[src/rtl/irq_prio_arbiter.sv]
module irq_prio_arbiter #(
  parameter int NSRC   = 32,
  parameter int PRIO_W = 3,
  parameter int THR_W  = 2,
  localparam int ID_W  = $clog2(NSRC)
) (
  input  logic                   clk,
  input  logic                   rst_n,
  input  logic [NSRC-1:0]        pend_i,
  input  logic [NSRC-1:0]        en_i,
  input  logic [NSRC*PRIO_W-1:0] prio_i,
  input  logic [THR_W-1:0]       thr_i,
  input  logic                   claim_rd_i,
  output logic [ID_W-1:0]        win_id_o,
  output logic                   irq_o
);

  logic [PRIO_W-1:0] best;
  logic [ID_W-1:0]   cand;

  always_comb begin
    best = PRIO_W'(thr_i);
    cand = '0;
    for (int i = 1; i < NSRC; i++) begin
      if (pend_i[i] && en_i[i] && (prio_i[i*PRIO_W +: PRIO_W] > best)) begin
        best = prio_i[i*PRIO_W +: PRIO_W];
        cand = ID_W'(i);
      end
    end
  end

  always_ff @(posedge clk or negedge rst_n) begin
    if (!rst_n) begin
      win_id_o <= '0;
      irq_o    <= 1'b0;
    end else if (claim_rd_i) begin
      win_id_o <= '0;
      irq_o    <= 1'b0;
    end else begin
      win_id_o <= cand;
      irq_o    <= (cand != '0);
    end
  end

endmodule

[config.mk]
export PLATFORM = sky130hd
export DESIGN_NAME = irq_prio_arbiter
export DESIGN_NICKNAME = d
export VERILOG_FILES = /design/src/rtl/irq_prio_arbiter.sv
export SDC_FILE = /design/constraint.sdc
export NUM_CORES = 1
export LEC_CHECK = 0
export ABC_AREA = 1
export CAP_MARGIN = 20
export CORE_ASPECT_RATIO = 0.75
export CORE_UTILIZATION = 45
export DETAILED_ROUTE_END_ITERATION = 12
export PLACE_DENSITY_LB_ADDON = 0.12
export SETUP_SLACK_MARGIN = 0.05
export SYNTH_ARGS = -nofsm -noshare
export SYNTH_HDL_FRONTEND = slang
export SYNTH_SLANG_ARGS = --single-unit
[constraint.sdc]
create_clock -name clk -period 0.8 [get_ports clk]
set_clock_uncertainty 0.1 [all_clocks]
set_input_delay 0.12 -clock clk [delete_from_list [all_inputs] [get_ports clk]]
set_output_delay 0.12 -clock clk [all_outputs]
set_load 0.1 [all_outputs]
==> key figures, run 1 <==
Outcome
  • Halt Reason: [ERROR DPL-0038] Utilization greater than 100%, impossible to legalize
  • Halt Stage: clock tree synthesis (4_1_cts)
  • Run status: did not finish

Yosys
  • Synth cell types: 38
  • Syn Area/Cell: 5.70 sq um
  • Cell taking the most area after synthesis: nand2_1
  • Mapped Area: 4420 sq um
  • Synth top area share: 0.173
  • Net count after synthesis: 979
  • Post-synthesis sequential area ratio: 0.0340
  • Syn. warnings: 0
  • Mapped Cells: 775
  • Area contributors post-synth: nand2_1 17%, ha_1 11%, inv_1 11%
  • Yosys reg bits: 6

Floorplan
  • Io pins: 171
  • Row count: 30
  • Die width: 116 um
  • Die Y-Extent: 87.8 um
  • Initial Utilization: 0.477

CTS
  • Post-CTS setup buffers: 99
  • # clock sinks: 6
  • Root Buffer: clkbuf_16
  • H-tree depth: 1
  • Post-CTS Resized: 118
  • Clock buffer depth: 2
  • Post-CTS Hold Fix Bufs: 0
  • Inserted Clock Buffers: 3

Place
  • Post-DP HPWL: 15.7 mm
  • PortBufs: 165
  • GP Congestion: 0.897
  • Worst slack, placed: -29.25 ns
-- metrics by stage --
stage | TNS, ns | instance area, sq um | cells
3_5_place_dp | -175.09 | 8330 | 1286
3_3_place_gp | -161.23 | 8330 | 1286
2_1_floorplan | -157.86 | 4820 | 775
-- Yosys cell counts --
library cell,count
a211oi_1,1
a211oi_2,2
a21boi_0,1
a21oi_1,20
a21oi_2,4
a21oi_4,2
a311oi_1,1
a31oi_1,5
a32oi_1,1
a41oi_1,1
bufinv_8,1
clkinv_1,6
dfrtp_1,6
ha_1,39
inv_1,124
inv_2,14
inv_4,1
nand2_1,204
nand2_2,70
nand2_4,17
nand3_1,84
nand3_2,36
nand3_4,2
nand4_1,7
nor2_1,33
nor2_2,5
nor2_4,3
nor3_1,7
o211ai_1,3
o21ai_0,39
o21ai_1,4
o21ai_2,4
o21bai_1,5
o31ai_1,3
o31ai_2,1
o32a_1,1
o32ai_1,2
or2_2,16
-- cell families after synthesis --
| group | count (synthesis) | share of synthesized area |
|---|---|---|
| AND/OR/NAND/NOR | 484 | 0.584 |
| buffers and inverters | 146 | 0.128 |
| AO/OA/AOI/OAI | 100 | 0.144 |
| adder cells (fa/ha/maj) | 39 | 0.110 |
| flip-flops | 6 | 0.0340 |
==> inputs of run 2 (changes only) <==
--- a/config.mk
+++ b/config.mk
@@ -7,11 +7,9 @@
 export LEC_CHECK = 0
 export ABC_AREA = 1
 export CAP_MARGIN = 20
-export CORE_ASPECT_RATIO = 0.75
-export CORE_UTILIZATION = 45
+export CORE_UTILIZATION = 30
 export DETAILED_ROUTE_END_ITERATION = 12
-export PLACE_DENSITY_LB_ADDON = 0.12
-export SETUP_SLACK_MARGIN = 0.05
+export PLACE_DENSITY_LB_ADDON = 0.15
 export SYNTH_ARGS = -nofsm -noshare
 export SYNTH_HDL_FRONTEND = slang
 export SYNTH_SLANG_ARGS = --single-unit
==> run 2 against run 1 <==
The flow now finishes, with violations (negative setup slack). Synthesized cell count is the same. Area after synthesis unchanged.
==> key figures, run 2 <==
Outcome
  • Run status: complete, but fails checks
  • Failing checks: negative setup slack

Place
  • Post-DP HPWL: 12.0 mm (-23%)
  • PortBufs: 165 (unchanged)
  • GP Congestion: 0.811 (-9.6%)
  • Placed instance area: 8480 sq um (+1.8%)
  • Dpl cells: 1349 (+4.9%)

Worst hold path
  • Worst Hold Class: in2async

Power
  • Leak: 5.48 nW
  • VDD IR max: 1.57 mV
  • Clk pwr share: 0.028
  • Comb power frac: 0.951
  • Net switching power: 12.9 mW
  • Switching portion of total power: 0.443
  • Sequential power share: 0.021
  • Cell internal pwr: 16.2 mW
  • Power density cells: 2840 nW/um^2

Yosys
  • Post-synthesis sequential area ratio: 0.0340 (unchanged)
  • Syn. warnings: 0 (unchanged)
  • Ys async rst share: 1.00 (unchanged)
  • Mapped Cells: 775 (unchanged)
  • Mapped Area: 4420 sq um (unchanged)
  • Net count after synthesis: 979 (unchanged)
  • Commonest cells in the netlist: 204 x nand2_1, 124 x inv_1, 84 x nand3_1
  • Top FF cell, synth: dfrtp_1
  • Area contributors post-synth: nand2_1 17%, ha_1 11%, inv_1 11%
  • EDFF count, synth: 0 (unchanged)
  • Count leader, synth: nand2_1
  • Synth top area share: 0.173 (unchanged)
  • Cell taking the most area after synthesis: nand2_1
  • Synth cell types: 38 (unchanged)
  • Yosys reg bits: 6 (unchanged)
  • Syn Area/Cell: 5.70 sq um (unchanged)

Route
  • Antenna Violating Nets Remaining: 0
  • DRT iter0 DRCs: 150
  • Drc violations: 0
  • DR pass1 iterations: 4
  • DR WL met2: 9.17 mm
  • Avg WL per Cell: 11.3 um
  • WL met3: 640 um
  • Overall via count from detail_route: 6764
  • Met1 Wirelength: 6.80 mm
  • Highest Signal Layer: met4
  • Final wirelength: 16.8 mm
  • Via/cell ratio: 4.55

CTS
  • Reg clk slew, reported paths: 0.03 ns
  • Post-CTS Hold Fix Bufs: 0 (unchanged)
  • CTS tree: done
  • Clock buffer depth: 2 (unchanged)
  • H-tree depth: 1 (unchanged)
  • Inserted Clock Buffers: 3 (unchanged)
  • Root Buffer: clkbuf_16
  • # clock sinks: 6 (unchanged)

Job
  • Max cap viols: 0

Setup path
  • Highest net fanout along the worst path: 5
  • CP peak stage delay: 0.33 ns
  • Setup CP Type: in2reg
  • Critical path endpoint category: flop
  • Most frequent CP cell: nand2_4
  • Cell at the slowest stage of the critical path: ha_1
  • Critical Path Source: prio_i[4]
  • Startpoint types: input pin
  • Data required, critical path: 0.86 ns
  • Delay-heaviest family, CP: simple AND/OR/NAND/NOR gates
  • Crit path DAT: 27.08 ns
  • Worst setup endpoint: irq_o
  • Levels on crit path: 244
  • Buffers & Inverters on Critical Path: 35

GRT
  • Initial antenna violation count: 0
  • Pin count of the biggest net entering global routing: 7
  • Vias in the first global route: 6269
  • GRT Total Usage: 0.197
  • Grt ovf: 0
  • First-pass GRT wire length: 25.1 mm

Timing
  • Measured slew at the worst slew-check pin: 0.543 ns
  • Final Hold Viols: 0
  • Period utilization: 33.8
  • Setup ws final: -26.22 ns
  • Max transition margin: 0.635
  • Setup violators final: 12
  • Max Clk Rate: 37.0 MHz
  • Min Tclk post-route: 27.02 ns
  • Slew Viols, Final: 0
  • RSZ-0062 raised after global routing: true

Finish
  • Most common cell after layout, fill and taps aside: buf_4
  • Reg with most FFs: win_id_o
  • Most frequent cells in the layout: 362 x buf_4, 170 x nand2_1, 152 x clkdlybuf4s50_1, 117 x inv_1, 76 x nand3_1
  • Non-Filler Instances: 1487
  • Diodes inserted: 0
  • Final Net Count: 1513
  • Largest regs: win_id_o x5, irq_o x1
  • Fill cells: 1110
  • Final Cell Area: 10200 sq um
  • Ratio of cells with drive above 1 in the final layout: 0.536
  • Max FFs per register: 5
  • Layout area overhead: 132%

Floorplan
  • Die area: 15200 sq um
  • Initial Utilization: 0.312 (-0.164)
  • Die width: 123 um (+6.0%)
  • Row count: 43 (+43%)
  • Die Y-Extent: 123 um (+40%)
  • Io pins: 171 (unchanged)
  • Total core area: 14100 sq um
[run 2: cell counts after synthesis]
No cell type changed its count.
[run 2: worst min path at each step]
stage | startpoint | to | slack (ns) | cells past startpoint
6_report | rst_n | win_id_o[2] | 0.03 | 1
5_1_grt | rst_n | irq_o | 0.05 | 1
4_1_cts | rst_n | win_id_o[2] | 0.04 | 1
3_5_place_dp | rst_n | win_id_o[2] | 0.27 | 1
3_3_place_gp | rst_n | win_id_o[2] | 0.27 | 1
2_1_floorplan | rst_n | irq_o | -0.28 | 0
[run 2: metal layers]
| layer | global-route usage | up-vias |
|---|---|---|
| li1 | - | 3574 |
| met1 | 0.228 | 3027 |
| met2 | 0.400 | 139 |
| met3 | 0.0125 | 24 |
| met4 | 0.0211 | 0 |
| met5 | 0 | - |
[run 2: cells by family (layout without fill, tap and decap cells)]
kind of cell | count (synthesis) | count (layout) | share of synthesized area
AND/OR/NAND/NOR | 484 | 484 | 0.584
buffers and inverters | 146 | 678 | 0.128
AO/OA/AOI/OAI | 100 | 100 | 0.144
adder cells (fa/ha/maj) | 39 | 39 | 0.110
flip-flops | 6 | 6 | 0.0340
[run 2: layout make-up]
class | instances | area [sq um] | share of cell area
Clock buffer | 3 | 75.1 | 0.00733
Tap cell | 180 | 225 | 0.0220
Sequential cell | 6 | 173 | 0.0169
Inverter | 146 | 584 | 0.0570
Timing Repair Buffer | 529 | 4450 | 0.435
Multi-Input combinational cell | 623 | 4730 | 0.462
[run 2: what timing repair did]
item / CTS / global route
buffers inserted: 111 / 27
pin swaps: 134 / 60
setup endpoints to repair: 12 / 12
gates cloned: 0 / 0
resized for setup: 90 / 59
[run 2: power by group through the flow]
| stage | combinational [mW] | clock [mW] | sequential, mW |
|---|---|---|---|
| 2_1_floorplan | 11.3 | 0 | 1.50 |
| 3_5_place_dp | 19.4 | 0 | 0.624 |
| 5_1_grt | 30.0 | 0.834 | 0.628 |
| 4_1_cts | 24.7 | 0.807 | 0.620 |
| 3_3_place_gp | 19.2 | 0 | 0.621 |
| 6_report | 27.7 | 0.808 | 0.616 |
[run 2: through the flow]
| step | power, mW | utilization | TNS (ns) | hold slack [ns] | worst slack (ns) |
|---|---|---|---|---|---|
| 6_report | 29.1 | 0.724 | -158.59 | 0.0283 | -26.22 |
| 5_1_grt | 31.4 | 0.724 | -169.00 | 0.0460 | -27.96 |
| 4_1_cts | 26.2 | 0.684 | -155.46 | 0.0393 | -25.80 |
| 3_5_place_dp | 20.0 | 0.599 | -165.95 | 0.274 | -27.74 |
| 3_3_place_gp | 19.8 | 0.599 | -162.16 | 0.267 | -27.08 |
| 2_1_floorplan | 12.8 | - | -157.86 | -0.276 | -26.45 |
(Power assumes the default switching activity.)
==> inputs of run 3 (changes only) <==
--- a/config.mk
+++ b/config.mk
@@ -6,10 +6,11 @@
 export NUM_CORES = 1
 export LEC_CHECK = 0
 export ABC_AREA = 1
-export CAP_MARGIN = 20
+export CAP_MARGIN = 40
 export CORE_UTILIZATION = 30
 export DETAILED_ROUTE_END_ITERATION = 12
 export PLACE_DENSITY_LB_ADDON = 0.15
+export SLEW_MARGIN = 30
 export SYNTH_ARGS = -nofsm -noshare
 export SYNTH_HDL_FRONTEND = slang
 export SYNTH_SLANG_ARGS = --single-unit
==> results of run 3 <==
Final layout, timing and power as in run 2 (identical DEF).
==> inputs of run 4 (changes only) <==
--- a/config.mk
+++ b/config.mk
@@ -7,6 +7,7 @@
 export LEC_CHECK = 0
 export ABC_AREA = 1
 export CAP_MARGIN = 40
+export CORE_MARGIN = 2
 export CORE_UTILIZATION = 30
 export DETAILED_ROUTE_END_ITERATION = 12
 export PLACE_DENSITY_LB_ADDON = 0.15
==> run 4 against run 3 <==
The run still ends with negative setup slack left. Die area up 3.3%. Combinational power down 7.6%. Count of clock-buffer cells in the layout unchanged. Setup slack worse by 0.14 ns. Core utilization down 3.2 points. Non-clock buffer count down 27.
==> key figures, run 4 (synthesized netlist as in run 2, its figures left out) <==
Finish
  • Ratio of cells with drive above 1 in the final layout: 0.521 (-0.0152)
  • Non-Filler Instances: 1464 (-1.5%)
  • Largest regs: win_id_o x5, irq_o x1
  • Fill cells: 1244 (+12%)
  • Most common cell after layout, fill and taps aside: buf_4
  • Diodes inserted: 0 (unchanged)
  • Reg with most FFs: win_id_o
  • Final Net Count: 1486 (-1.8%)
  • Max FFs per register: 5 (unchanged)
  • Layout area overhead: 127%
  • Most frequent cells in the layout: 336 x buf_4, 170 x nand2_1, 153 x clkdlybuf4s50_1, 118 x inv_1, 76 x nand3_1

Timing
  • Setup TNS: -159.39 ns (-0.803 ns)
  • Final Hold Viols: 0 (unchanged)
  • Max Clk Rate: 36.8 MHz (-0.53%)
  • Min Tclk post-route: 27.16 ns (+0.145 ns)
  • Setup ws final: -26.36 ns (-0.145 ns)
  • Hold slack: 0.0414 ns (+0.0131 ns)
  • Max transition margin: 0.719 (+0.0840)
  • Period utilization: 34.0 (+0.181)
  • RSZ-0062 raised after global routing: true
  • Measured slew at the worst slew-check pin: 0.418 ns (-0.125 ns)
  • Slew Viols, Final: 0 (unchanged)
  • Setup violators final: 12 (unchanged)

Floorplan
  • Die area: 15700 sq um (+3.3%)
  • Die Y-Extent: 125 um (+1.6%)
  • Io pins: 171 (unchanged)
  • Row count: 44 (+2.3%)
  • Die width: 125 um (+1.6%)
  • Initial Utilization: 0.305 (-0.00710)
  • Total core area: 14500 sq um (+2.3%)

Setup path
  • Critical path endpoint category: flop
  • Data required, critical path: 0.81 ns (-0.05 ns)
  • Startpoint types: input pin
  • Buffers & Inverters on Critical Path: 20 (-43%)
  • Delay-heaviest family, CP: simple AND/OR/NAND/NOR gates
  • CP peak stage delay: 0.31 ns (-0.02 ns)
  • Cell at the slowest stage of the critical path: ha_1
  • Setup CP Type: in2reg
  • Highest net fanout along the worst path: 5 (unchanged)
  • Most frequent CP cell: nand2_4
  • Crit path DAT: 27.17 ns (+0.09 ns)

Power
  • Leak: 5.32 nW (-2.9%)
  • Power Total: 27.1 mW (-6.8%)
  • VDD IR max: 1.60 mV (+1.6%)
  • Power density cells: 2710 nW/um^2 (-4.7%)

CTS
  • Inserted Clock Buffers: 3 (unchanged)
  • H-tree depth: 1 (unchanged)
  • Clock buffer depth: 2 (unchanged)
  • Root Buffer: clkbuf_16
  • # clock sinks: 6 (unchanged)
  • CTS tree: done
  • Post-CTS Hold Fix Bufs: 0 (unchanged)
  • Reg clk slew, reported paths: 0.03 ns (about the same)

Worst hold path
  • Worst Hold Class: in2async

GRT
  • Pin count of the biggest net entering global routing: 8 (+1)
  • Vias in the first global route: 6331 (+0.99%)
  • Initial antenna violation count: 0 (unchanged)
  • GRT Total Usage: 0.184 (-0.0132)
  • Grt ovf: 0 (unchanged)
  • First-pass GRT wire length: 25.6 mm (+1.6%)

Place
  • Dpl cells: 1352 (+0.22%)
  • GP Congestion: 0.819 (+1.0%)
  • Post-DP HPWL: 12.0 mm (-0.27%)
  • PortBufs: 165 (unchanged)

Route
  • Antenna Violating Nets Remaining: 0 (unchanged)
  • Drc violations: 0 (unchanged)
  • DRT iter0 DRCs: 144 (-4.0%)
  • Overall via count from detail_route: 6561 (-3.0%)
  • Via/cell ratio: 4.48 (-1.5%)
  • Avg WL per Cell: 10.7 um (-4.9%)
  • DR pass1 iterations: 4 (unchanged)
  • Final wirelength: 15.7 mm (-6.4%)

Outcome
  • Run status: complete, but fails checks
  • Failing checks: negative setup slack

Job
  • Max cap viols: 0 (unchanged)
[run 4: cell count changes in the layout (fill, tap and decap cells not counted), sizes merged]
cell           change
clkdlybuf4s50      +1
inv                -1
dlymetal6s2s       -1
clkinv             +1
buf               -27
[run 4: final timing paths]
check | startpoint | to | cells after the start | slack [ns]
setup / recovery | thr_i[1] | irq_o | 237 | -26.36
hold / removal | rst_n | win_id_o[0] | 1 | 0.04
max in group asynchronous | rst_n | win_id_o[1] | 1 | 0.30
min in group clk | claim_rd_i | win_id_o[1] | 2 | 0.46
[run 4: power breakdown]
part | switching [mW] | internal [mW] | leakage [nW]
clock network | 0.183 | 0.643 | 0.0370
registers | 0.127 | 0.518 | 0.0664
logic | 12.1 | 13.6 | 5.22
total | 12.4 | 14.7 | 5.32
[run 4: final cells by class]
| class | instances | area, sq um | area share |
|---|---|---|---|
| Tap cell | 184 | 230 | 0.0230 |
| Clock buffer | 3 | 75.1 | 0.00749 |
| Inverter | 146 | 584 | 0.0583 |
| Multi-Input combinational cell | 623 | 4720 | 0.471 |
| Sequential cell | 6 | 173 | 0.0172 |
| Timing Repair Buffer | 502 | 4240 | 0.423 |
[run 4: per-layer routing]
metal,routed length (um),vias up,share of wire,track usage
li1,-,3524,-,-
met1,6590,2918,0.42,0.216
met2,8560,113,0.54,0.371
met3,496,6,0.032,0.0163
met4,89,0,0.0057,0.0176
met5,0,-,0,0
[run 4: stage by stage]
stage	setup WS, ns	area [sq um]	utilization
global route	-28.24	10000	0.692
global placement	-27.27	8470	0.585
detailed placement	-27.86	8470	0.585
finish	-26.36	10000	0.692
CTS	-26.18	9450	0.653
floorplan	-26.45	4820	-
[run 4: what timing repair did]
| item | CTS | global route |
|---|---|---|
| hold endpoints to repair | 0 | 0 |
| setup endpoints to repair | 12 | 12 |
| pin swaps | 137 | 112 |
| buffers inserted | 85 | 24 |
| resized for setup | 81 | 58 |
